===== src/rtl/booth_pkg.sv =====
package booth_pkg;
  typedef enum logic [1:0] {
    OP_NONE = 2'd0,
    OP_ADD  = 2'd1,
    OP_SUB  = 2'd2
  } booth_op_e;
endpackage


===== src/rtl/booth_recode.sv =====
module booth_recode
  import booth_pkg::*;
(
  input  logic      cur_i,
  input  logic      right_i,
  output booth_op_e op_o
);
  always_comb begin
    unique case ({cur_i, right_i})
      2'b10:   op_o = OP_SUB;  // run of ones begins
      2'b01:   op_o = OP_ADD;  // run of ones ends
      default: op_o = OP_NONE;
    endcase
  end
endmodule


===== src/rtl/booth_step.sv =====
module booth_step
  import booth_pkg::*;
#(
  parameter int N = 32
) (
  input  logic [N:0]   acc_i,
  input  logic [N-1:0] low_i,
  input  logic         xbit_i,
  input  logic [N-1:0] mcand_i,
  output logic [N:0]   acc_o,
  output logic [N-1:0] low_o,
  output logic         xbit_o
);
  booth_op_e  op;
  logic [N:0] mc_ext;
  logic [N:0] sum;

  booth_recode u_rec (
    .cur_i  (low_i[0]),
    .right_i(xbit_i),
    .op_o   (op)
  );

  assign mc_ext = {mcand_i[N-1], mcand_i};

  always_comb begin
    unique case (op)
      OP_ADD:  sum = acc_i + mc_ext;
      OP_SUB:  sum = acc_i - mc_ext;
      default: sum = acc_i;
    endcase
  end

  // arithmetic right shift of {sum, low, xbit}
  assign acc_o  = {sum[N], sum[N:1]};
  assign low_o  = {sum[0], low_i[N-1:1]};
  assign xbit_o = low_i[0];
endmodule


===== src/rtl/booth_ctrl.sv =====
module booth_ctrl #(
  parameter int N = 32
) (
  input  logic clk_i,
  input  logic rst_ni,
  input  logic start_i,
  output logic load_o,
  output logic step_o,
  output logic busy_o,
  output logic done_o
);
  localparam int CW = (N > 1) ? $clog2(N) : 1;
  localparam logic [CW-1:0] LAST = CW'(N - 1);

  logic [CW-1:0] cnt_q;
  logic          busy_q, done_q;

  assign load_o = start_i & ~busy_q;
  assign step_o = busy_q;
  assign busy_o = busy_q;
  assign done_o = done_q;

  always_ff @(posedge clk_i or negedge rst_ni) begin
    if (!rst_ni) begin
      cnt_q  <= '0;
      busy_q <= 1'b0;
      done_q <= 1'b0;
    end else begin
      done_q <= 1'b0;
      if (load_o) begin
        busy_q <= 1'b1;
        cnt_q  <= '0;
      end else if (busy_q) begin
        cnt_q <= cnt_q + 1'b1;
        if (cnt_q == LAST) begin
          busy_q <= 1'b0;
          done_q <= 1'b1;
        end
      end
    end
  end

  AST_DONE_ONE_CYCLE: assert property (@(posedge clk_i) disable iff (!rst_ni)
    done_q |=> !done_q);
  AST_DONE_NOT_BUSY: assert property (@(posedge clk_i) disable iff (!rst_ni)
    done_q |-> !busy_q);
  AST_START_ACCEPT: assert property (@(posedge clk_i) disable iff (!rst_ni)
    (start_i && !busy_q) |=> (busy_q && !done_q));
endmodule


===== src/rtl/booth_mul_seq.sv =====
module booth_mul_seq #(
  parameter int N = 32
) (
  input  logic           clk_i,
  input  logic           rst_ni,
  input  logic           start_i,
  input  logic [N-1:0]   mcand_i,
  input  logic [N-1:0]   mplier_i,
  output logic           busy_o,
  output logic           done_o,
  output logic [2*N-1:0] product_o
);
  logic [N:0]   acc_q, acc_d;
  logic [N-1:0] low_q, low_d;
  logic [N-1:0] mcand_q;
  logic         x_q, x_d;
  logic         load, step;

  booth_ctrl #(.N(N)) u_ctrl (
    .clk_i  (clk_i),
    .rst_ni (rst_ni),
    .start_i(start_i),
    .load_o (load),
    .step_o (step),
    .busy_o (busy_o),
    .done_o (done_o)
  );

  booth_step #(.N(N)) u_step (
    .acc_i  (acc_q),
    .low_i  (low_q),
    .xbit_i (x_q),
    .mcand_i(mcand_q),
    .acc_o  (acc_d),
    .low_o  (low_d),
    .xbit_o (x_d)
  );

  always_ff @(posedge clk_i or negedge rst_ni) begin
    if (!rst_ni) begin
      acc_q   <= '0;
      low_q   <= '0;
      x_q     <= 1'b0;
      mcand_q <= '0;
    end else if (load) begin
      acc_q   <= '0;
      low_q   <= mplier_i;
      x_q     <= 1'b0;
      mcand_q <= mcand_i;
    end else if (step) begin
      acc_q <= acc_d;
      low_q <= low_d;
      x_q   <= x_d;
    end
  end

  assign product_o = {acc_q[N-1:0], low_q};

  AST_ACC_SIGN_FITS: assert property (@(posedge clk_i) disable iff (!rst_ni)
    acc_q[N] == acc_q[N-1]);
  AST_NOP_PAIR: assert property (@(posedge clk_i) disable iff (!rst_ni)
    (busy_o && !start_i && (low_q[0] == x_q)) |=> (acc_q[N-1:0] == $past(acc_q[N:1])));
  AST_HOLD_IDLE: assert property (@(posedge clk_i) disable iff (!rst_ni)
    (!busy_o && !start_i) |=> $stable(product_o));
endmodule


===== config.mk =====
export PLATFORM = sky130hd
export DESIGN_NAME = booth_mul_seq
export DESIGN_NICKNAME = d
export VERILOG_FILES = /design/src/rtl/booth_pkg.sv /design/src/rtl/booth_recode.sv /design/src/rtl/booth_step.sv /design/src/rtl/booth_ctrl.sv /design/src/rtl/booth_mul_seq.sv
export SDC_FILE = /design/constraint.sdc
export NUM_CORES = 1
export LEC_CHECK = 0
export BUFFER_PORTS_ARGS = -buffer_cell sky130_fd_sc_hd__buf_4
export CAP_MARGIN = 20
export CORE_ASPECT_RATIO = 0.75
export CORE_MARGIN = 5
export CORE_UTILIZATION = 50
export CTS_BUF_LIST = sky130_fd_sc_hd__clkbuf_2
export CTS_CLUSTER_DIAMETER = 60
export DETAILED_ROUTE_END_ITERATION = 10
export PLACE_DENSITY = 0.73
export SYNTH_ARGS = -nofsm -noshare
export SYNTH_HDL_FRONTEND = slang
export SYNTH_SLANG_ARGS = --single-unit

===== constraint.sdc =====
create_clock -name clk_i -period 5.2 [get_ports clk_i]
set_clock_uncertainty 0.2 [all_clocks]
set_input_delay 0 -clock clk_i [delete_from_list [all_inputs] [get_ports clk_i]]
set_output_delay 0 -clock clk_i [all_outputs]
set_load 0.02 [all_outputs]

* Word-level counts from Yosys, hierarchy flattened
Cells that the tools add are included.
** Operators by class
- $add $sub $neg :: 3
- Multipliers :: 0
- Divide/modulo/power cells :: 0
- Order comparisons :: 0
- Equal/unequal tests :: 5
- Shift operators :: 0
- Muxes and demuxes :: 16
- Bitwise operators :: 2
- Reductions and logical operators :: 1
** Operators by type and width (count)
- 2-to-1 mux 33 bit :: 2
- one-hot mux 33 bit (2 select lines) :: 1
- 2-to-1 mux 32 bit :: 2
- adder 33 bit :: 1
- subtractor 33 bit :: 1
- 2-to-1 mux 5 bit :: 2
- 2-to-1 mux 1 bit :: 8
- adder 5 x 1 -> 5 bit (second input constant) :: 1
- == test 5 bit (second input constant) :: 1
- == test 2 x 1 -> 1 bit (second input constant) :: 2
- == test 2 bit (second input constant) :: 2
- one-hot mux 2 bit (2 select lines) :: 1
- nonzero test 2 bit :: 1
- AND 1 bit :: 1
- NOT 1 bit :: 1
** Storage, ports and cells
- Register bits after elaboration :: 105
- Latch bits :: 0
- Bits in writable memories :: 0
- Bits in read-only memories :: 0
- Input bits :: 67
- Word-level logic and storage cells :: 34
- Memories :: 0

* Depth between registers and ports, before layout
- Depth in word-level cells :: 6
- Mapped depth :: 18
- Mapped depth without buffers :: 18

* Hierarchy
From an unflattened synthesis, not the netlist that was laid out.
** Unflattened totals
- Cells, all modules :: 844
- Area total of the unflattened synthesis :: 7691.1 um^2
** By module, submodules not included
- booth_mul_seq :: instances 1, cells an instance 348, area each 4315.4 um^2, seq. area each 2452.4 um^2
- booth_step :: instances 1, cells an instance 471, area each 3050.4 um^2, seq. area each 0.0 um^2
- booth_ctrl :: instances 1, cells an instance 23, area each 310.3 um^2, seq. area each 175.2 um^2
- booth_recode :: instances 1, cells an instance 2, area each 15.0 um^2, seq. area each 0.0 um^2

* Least setup slack after synthesis
Ideal clock, no wire load.
- Kind :: reg2reg
- Start point :: register mcand_q[13]
- End point :: register acc_q[31]
- Library setup time :: 0.133 ns
- Arrival time :: 3.472 ns
- Path slack :: 1.394 ns
- Stages on the path, launching flop included :: 17
- Path buffers :: 1
- Path through :: dfrtp_1 > or4_4 > nor4_4 > nand2_1 > nor2_1 > nor2_1 > xnor2_1 > ha_1 > clkbuf_1 > nand3_1 > nor2_1 > a221oi_1 > a31oi_4 > a2111oi_2 > xor2_1 > o21ai_0 > o31ai_1
** On the way
- Word-level cells in the longest chain between the ends :: 4
** Ends and longest elaborated chain
- from (decl) :: RTL line booth_mul_seq.sv:15 : logic [N-1:0] mcand_q;
- from (signal assigned) :: RTL line booth_mul_seq.sv:49 : mcand_q <= mcand_i;
- subtractor 33 bit / adder 33 bit (equally long branches) :: RTL line booth_step.sv:29, booth_step.sv:28
- one-hot mux 33 bit (2 select lines) (*) :: RTL line booth_step.sv:27 : unique case (op)
- 2-to-1 mux 33 bit (*) :: RTL line booth_mul_seq.sv:50 : end else if (step) begin
- 2-to-1 mux 33 bit (*) :: RTL line booth_mul_seq.sv:45 : end else if (load) begin
- to (signal assigned) :: RTL line booth_mul_seq.sv:41 : acc_q <= '0;
- to (signal assigned) :: RTL line booth_mul_seq.sv:46 : acc_q <= '0;
- to (signal assigned) :: RTL line booth_mul_seq.sv:51 : acc_q <= acc_d;
- to (decl) :: RTL line booth_mul_seq.sv:13 : logic [N:0] acc_q, acc_d;
Mark *: on every way between the ends. The rest lies on a longest branch, timed or not. The select of a mux whose other input is x is not followed.
A chain may end at the register's enable or synchronous reset.

* Final worst setup path
- Start point :: register mcand_q[3]
- End point :: register acc_q[31]
Same word-level chain as after synthesis.

==> impl_results.md <==
* Largest fanout of any net on the critical path at 8
* Max Root-Sink Buffers at 2
* Maximum number of pins on one net before global-route repair at 116
* Total number of yosys warnings at 0
* CTS resizes at 0
* Total die area at 16220 µm²
* Core area at ~14000 µm²
* Number of register bits inferred by synthesis at around 100
* Die X at ~150 µm
* Clk sinks at around 100
* Total negative slack at 0 ps
* # rows at 37
* CTS tree: done
* Clock insertion delay at the later pin of the skew report at 660 ps
* Period minus WS final at about 4600 ps
* Die H at approximately 110 µm
* Min-delay worst type: in2async
* Post-CTS clock slew at the launch and capture registers of the worst setup and hold paths at between 300 and 400 ps
* Fraction of final layout cells with drive strength greater than 1 at between 10% and 20%
* Sequential area share after synthesis at between 30 and 40%
* Achievable frequency at 218.7 MHz
* Post-CTS Setup Repair Bufs at 0
* TritonRoute pass-1 iters at 5
* Residual overflow from global routing at 0
* Initial standard-cell utilization of the core at 50.51%
* Final setup violation count at 0
* Cells after synthesis at about 740
* Via count of the first global-routing pass at about 6900
* Per-cell via count in the routed design at 5.711
* Worst EP required at about 5600 ps
* Antenna violations before repair at 1
* Rel. slew slack at between 20% and 30%
* Status: complete, no violations
* Antenna-violating nets left at 0
* Count of max-cap constraint violations at 0
* Iter 0 DRT Violations at 590
* Area of the mapped netlist at just under 7000 µm²
* Unrepaired setup endpoints after global routing: false
* Weighted congestion reported at the end of routability-driven placement at roughly 0.95
* Wirelength per Cell at approximately 18 µm
* EDFF count, synth at 0
* IO Count at roughly 130
* Cell at the root of the clock tree: sky130_fd_sc_hd__clkbuf_2
* Crit path kind: reg2reg
* Async set or reset register ratio after synthesis at 100.0%
* Post-synthesis area per instance at a little over 9 µm²
* Critical Path, Cell by Cell: nor3_1, nand4b_1, nor2b_1, nand2_1, nor2_1, nor2_1, xnor2_1, ha_1, nand3_1, nor2_1, a221oi_1, a31oi_4, a2111oi_2, xor2_1, o21ai_0, o31ai_1
* Post-Layout Cell Count at around 1200
* Number of DRC violations after detailed routing at 0
* Worst Setup Start Kind: register
* Critical Path Slowest Stage Cell: sky130_fd_sc_hd__a221oi_1
* Most common cell type on the critical path: sky130_fd_sc_hd__nor2_1
* Final clock period utilization by the worst path at slightly below 90%
* Via total after detailed routing at approximately 6800
* Worst Tran Pin Value at 1058 ps
* Final Routed Wirelength at approximately 21000 µm
* Synth-to-layout area growth at 42.45%
* Detailed placer's ending HPWL at 13090 µm
* Flip-flop cell with the highest count after synthesis: sky130_fd_sc_hd__dfrtp_1
* Overall Global Routing Usage at roughly a quarter
* Number of levels the H-tree was split into at 3
* Final core utilization at 71.94%
* Yosys cell types at slightly below 60
* Buffers added on ports at approximately 130
* Largest stage delay on the critical path at 530 ps
* Total Nets Final at about 1100
* Crit path arrival time at roughly 5000 ps
* First-pass GRT wire length at about 35000 µm
* Cts bufs inserted at 9
* Cell count after placement at 1007
* Endpoint kind of the worst setup timing path: register
* Final hold slack at ~240 ps
* Hold violation total from the final report at 0
* Number of nets produced by synthesis at 840
* Number of slew-limit violations in the final report at 0
sequential cells by signal, summed over array words and instances (netlist names):
signal	cells
acc_q	32
low_q	32
u_ctrl.done_o	1
u_ctrl.cnt_q	5
mcand_q	32
u_ctrl.busy_o	1
x_q	1
metal layers:
| layer | global-route usage [%] | up-vias | part of all wire [%] |
|---|---|---|---|
| li1 | - | 3197 | - |
| met3 | 7.893 | 53 | 7.2 |
| met5 | 0 | - | 0 |
| met4 | 7.458 | 0 | 2.5 |
| met2 | 42.75 | 255 | 47 |
| met1 | 33.67 | 3285 | 43 |
critical path: cells and delay by family, from the launching register on:
kind            cells  cell delay, ps
xor+xnor            2             270
simple gates        8            1740
flops               1             490
compound gates      5            1430
fa+ha+maj           1             380
synthesized netlist by cell type (11+ instances only):
cell	n	area share [%]
sky130_fd_sc_hd__dfrtp_1	104	38
sky130_fd_sc_hd__nand2_1	78	4.3
sky130_fd_sc_hd__o21ai_0	64	4.7
sky130_fd_sc_hd__a21oi_1	54	3.9
sky130_fd_sc_hd__nor2_1	41	2.2
sky130_fd_sc_hd__xnor2_1	40	5.1
sky130_fd_sc_hd__ha_1	36	6.6
sky130_fd_sc_hd__clkbuf_1	34	1.9
sky130_fd_sc_hd__mux2i_1	32	4.7
sky130_fd_sc_hd__mux2_2	30	4.9
sky130_fd_sc_hd__a22o_1	23	2.9
sky130_fd_sc_hd__a21o_1	18	2.0
sky130_fd_sc_hd__xor2_1	18	2.3
sky130_fd_sc_hd__inv_1	17	0.93
sky130_fd_sc_hd__o21ai_1	16	1.2
sky130_fd_sc_hd__and3_1	13	1.2
sky130_fd_sc_hd__nor3_1	11	0.80
final cells by class:
class                           instances  area [µm²]
Multi-Input combinational cell        575        4060
Fill cell                             973        3819
Timing Repair Buffer                  301        2708
Sequential cell                       104        2606
Tap cell                              175       219.0
Clock inverter                          7       87.58
Inverter                               17       63.81
Clock buffer                            9       45.04
Antenna cell                            1       2.502
timing repair:
action	CTS	global route
hold buffers	164	0
endpoints found under the setup margin	0	0
hold endpoints to repair	176	0
path summary, 6_finish.rpt:
check | depth (start not counted) | start | slack, ps | end
worst max-delay path | 16 | mcand_q[3]$_DFFE_PN0P_ | 630 | acc_q[31]$_DFFE_PN0P_
worst min-delay path | 4 | rst_ni | 240 | acc_q[0]$_DFFE_PN0P_
worst max register to register | 16 | mcand_q[3]$_DFFE_PN0P_ | 630 | acc_q[31]$_DFFE_PN0P_
worst min register to register | 1 | u_ctrl.cnt_q[4]$_DFFE_PN0P_ | 350 | u_ctrl.cnt_q[4]$_DFFE_PN0P_
max in group asynchronous | 4 | rst_ni | 4140 | u_ctrl.busy_o$_DFF_PN0_
min in group clk_i | 1 | u_ctrl.cnt_q[4]$_DFFE_PN0P_ | 350 | u_ctrl.cnt_q[4]$_DFFE_PN0P_
cells in the final DEF (no fill, tap or decap), types with 3 or more instances in the layout:
| cell | Yosys | final |
|---|---|---|
| sky130_fd_sc_hd__xnor2_1 | 40 | 40 |
| sky130_fd_sc_hd__a32oi_1 | 6 | 6 |
| sky130_fd_sc_hd__dfrtp_1 | 104 | 103 |
| sky130_fd_sc_hd__o211ai_1 | 5 | 5 |
| sky130_fd_sc_hd__ha_1 | 36 | 36 |
| sky130_fd_sc_hd__o21bai_1 | 3 | 3 |
| sky130_fd_sc_hd__nor3b_1 | 6 | 6 |
| sky130_fd_sc_hd__a31oi_1 | 7 | 7 |
| sky130_fd_sc_hd__a21oi_1 | 54 | 54 |
| sky130_fd_sc_hd__and2_1 | 3 | 3 |
| sky130_fd_sc_hd__o31ai_1 | 5 | 5 |
| sky130_fd_sc_hd__dlygate4sd3_1 | 0 | 163 |
| sky130_fd_sc_hd__nand2b_1 | 5 | 5 |
| sky130_fd_sc_hd__a22o_1 | 23 | 23 |
| sky130_fd_sc_hd__nand3_1 | 7 | 7 |
| sky130_fd_sc_hd__nor2_1 | 41 | 40 |
| sky130_fd_sc_hd__nand4_1 | 3 | 3 |
| sky130_fd_sc_hd__mux2_2 | 30 | 30 |
| sky130_fd_sc_hd__a211oi_1 | 5 | 5 |
| sky130_fd_sc_hd__a311oi_1 | 3 | 3 |
| sky130_fd_sc_hd__nand2_1 | 78 | 78 |
| sky130_fd_sc_hd__o21ai_0 | 64 | 64 |
| sky130_fd_sc_hd__mux2i_1 | 32 | 32 |
| sky130_fd_sc_hd__nor3_1 | 11 | 11 |
| sky130_fd_sc_hd__o21a_1 | 3 | 3 |
| sky130_fd_sc_hd__xor2_1 | 18 | 18 |
| sky130_fd_sc_hd__inv_1 | 17 | 17 |
| sky130_fd_sc_hd__o21ai_1 | 16 | 16 |
| sky130_fd_sc_hd__nor2b_1 | 10 | 9 |
| sky130_fd_sc_hd__a21o_1 | 18 | 18 |
| sky130_fd_sc_hd__and3_1 | 13 | 13 |
| sky130_fd_sc_hd__clkbuf_2 | 0 | 9 |
| sky130_fd_sc_hd__buf_4 | 1 | 136 |
cell families after synthesis:
| family | after synthesis | synth area share [%] |
|---|---|---|
| fa+ha+maj | 37 | 6.844 |
| xor+xnor | 58 | 7.390 |
| compound gates | 227 | 21.50 |
| simple gates | 191 | 13.62 |
| buf+inv | 57 | 3.222 |
| flops | 104 | 37.86 |
| mux | 62 | 9.574 |
through the flow:
stage | worst slack, ps | area [µm²]
global placement | 965.1 | 7970
global route | 397.9 | 9792
detailed placement | 759.9 | 7970
finish | 627.2 | 9792
CTS | 772.0 | 9762
floorplan | 1394 | 6874
Power is left out: the tool's default activity adds up to more than one toggle a clock period on the data nets, which glitch-free logic cannot reach.
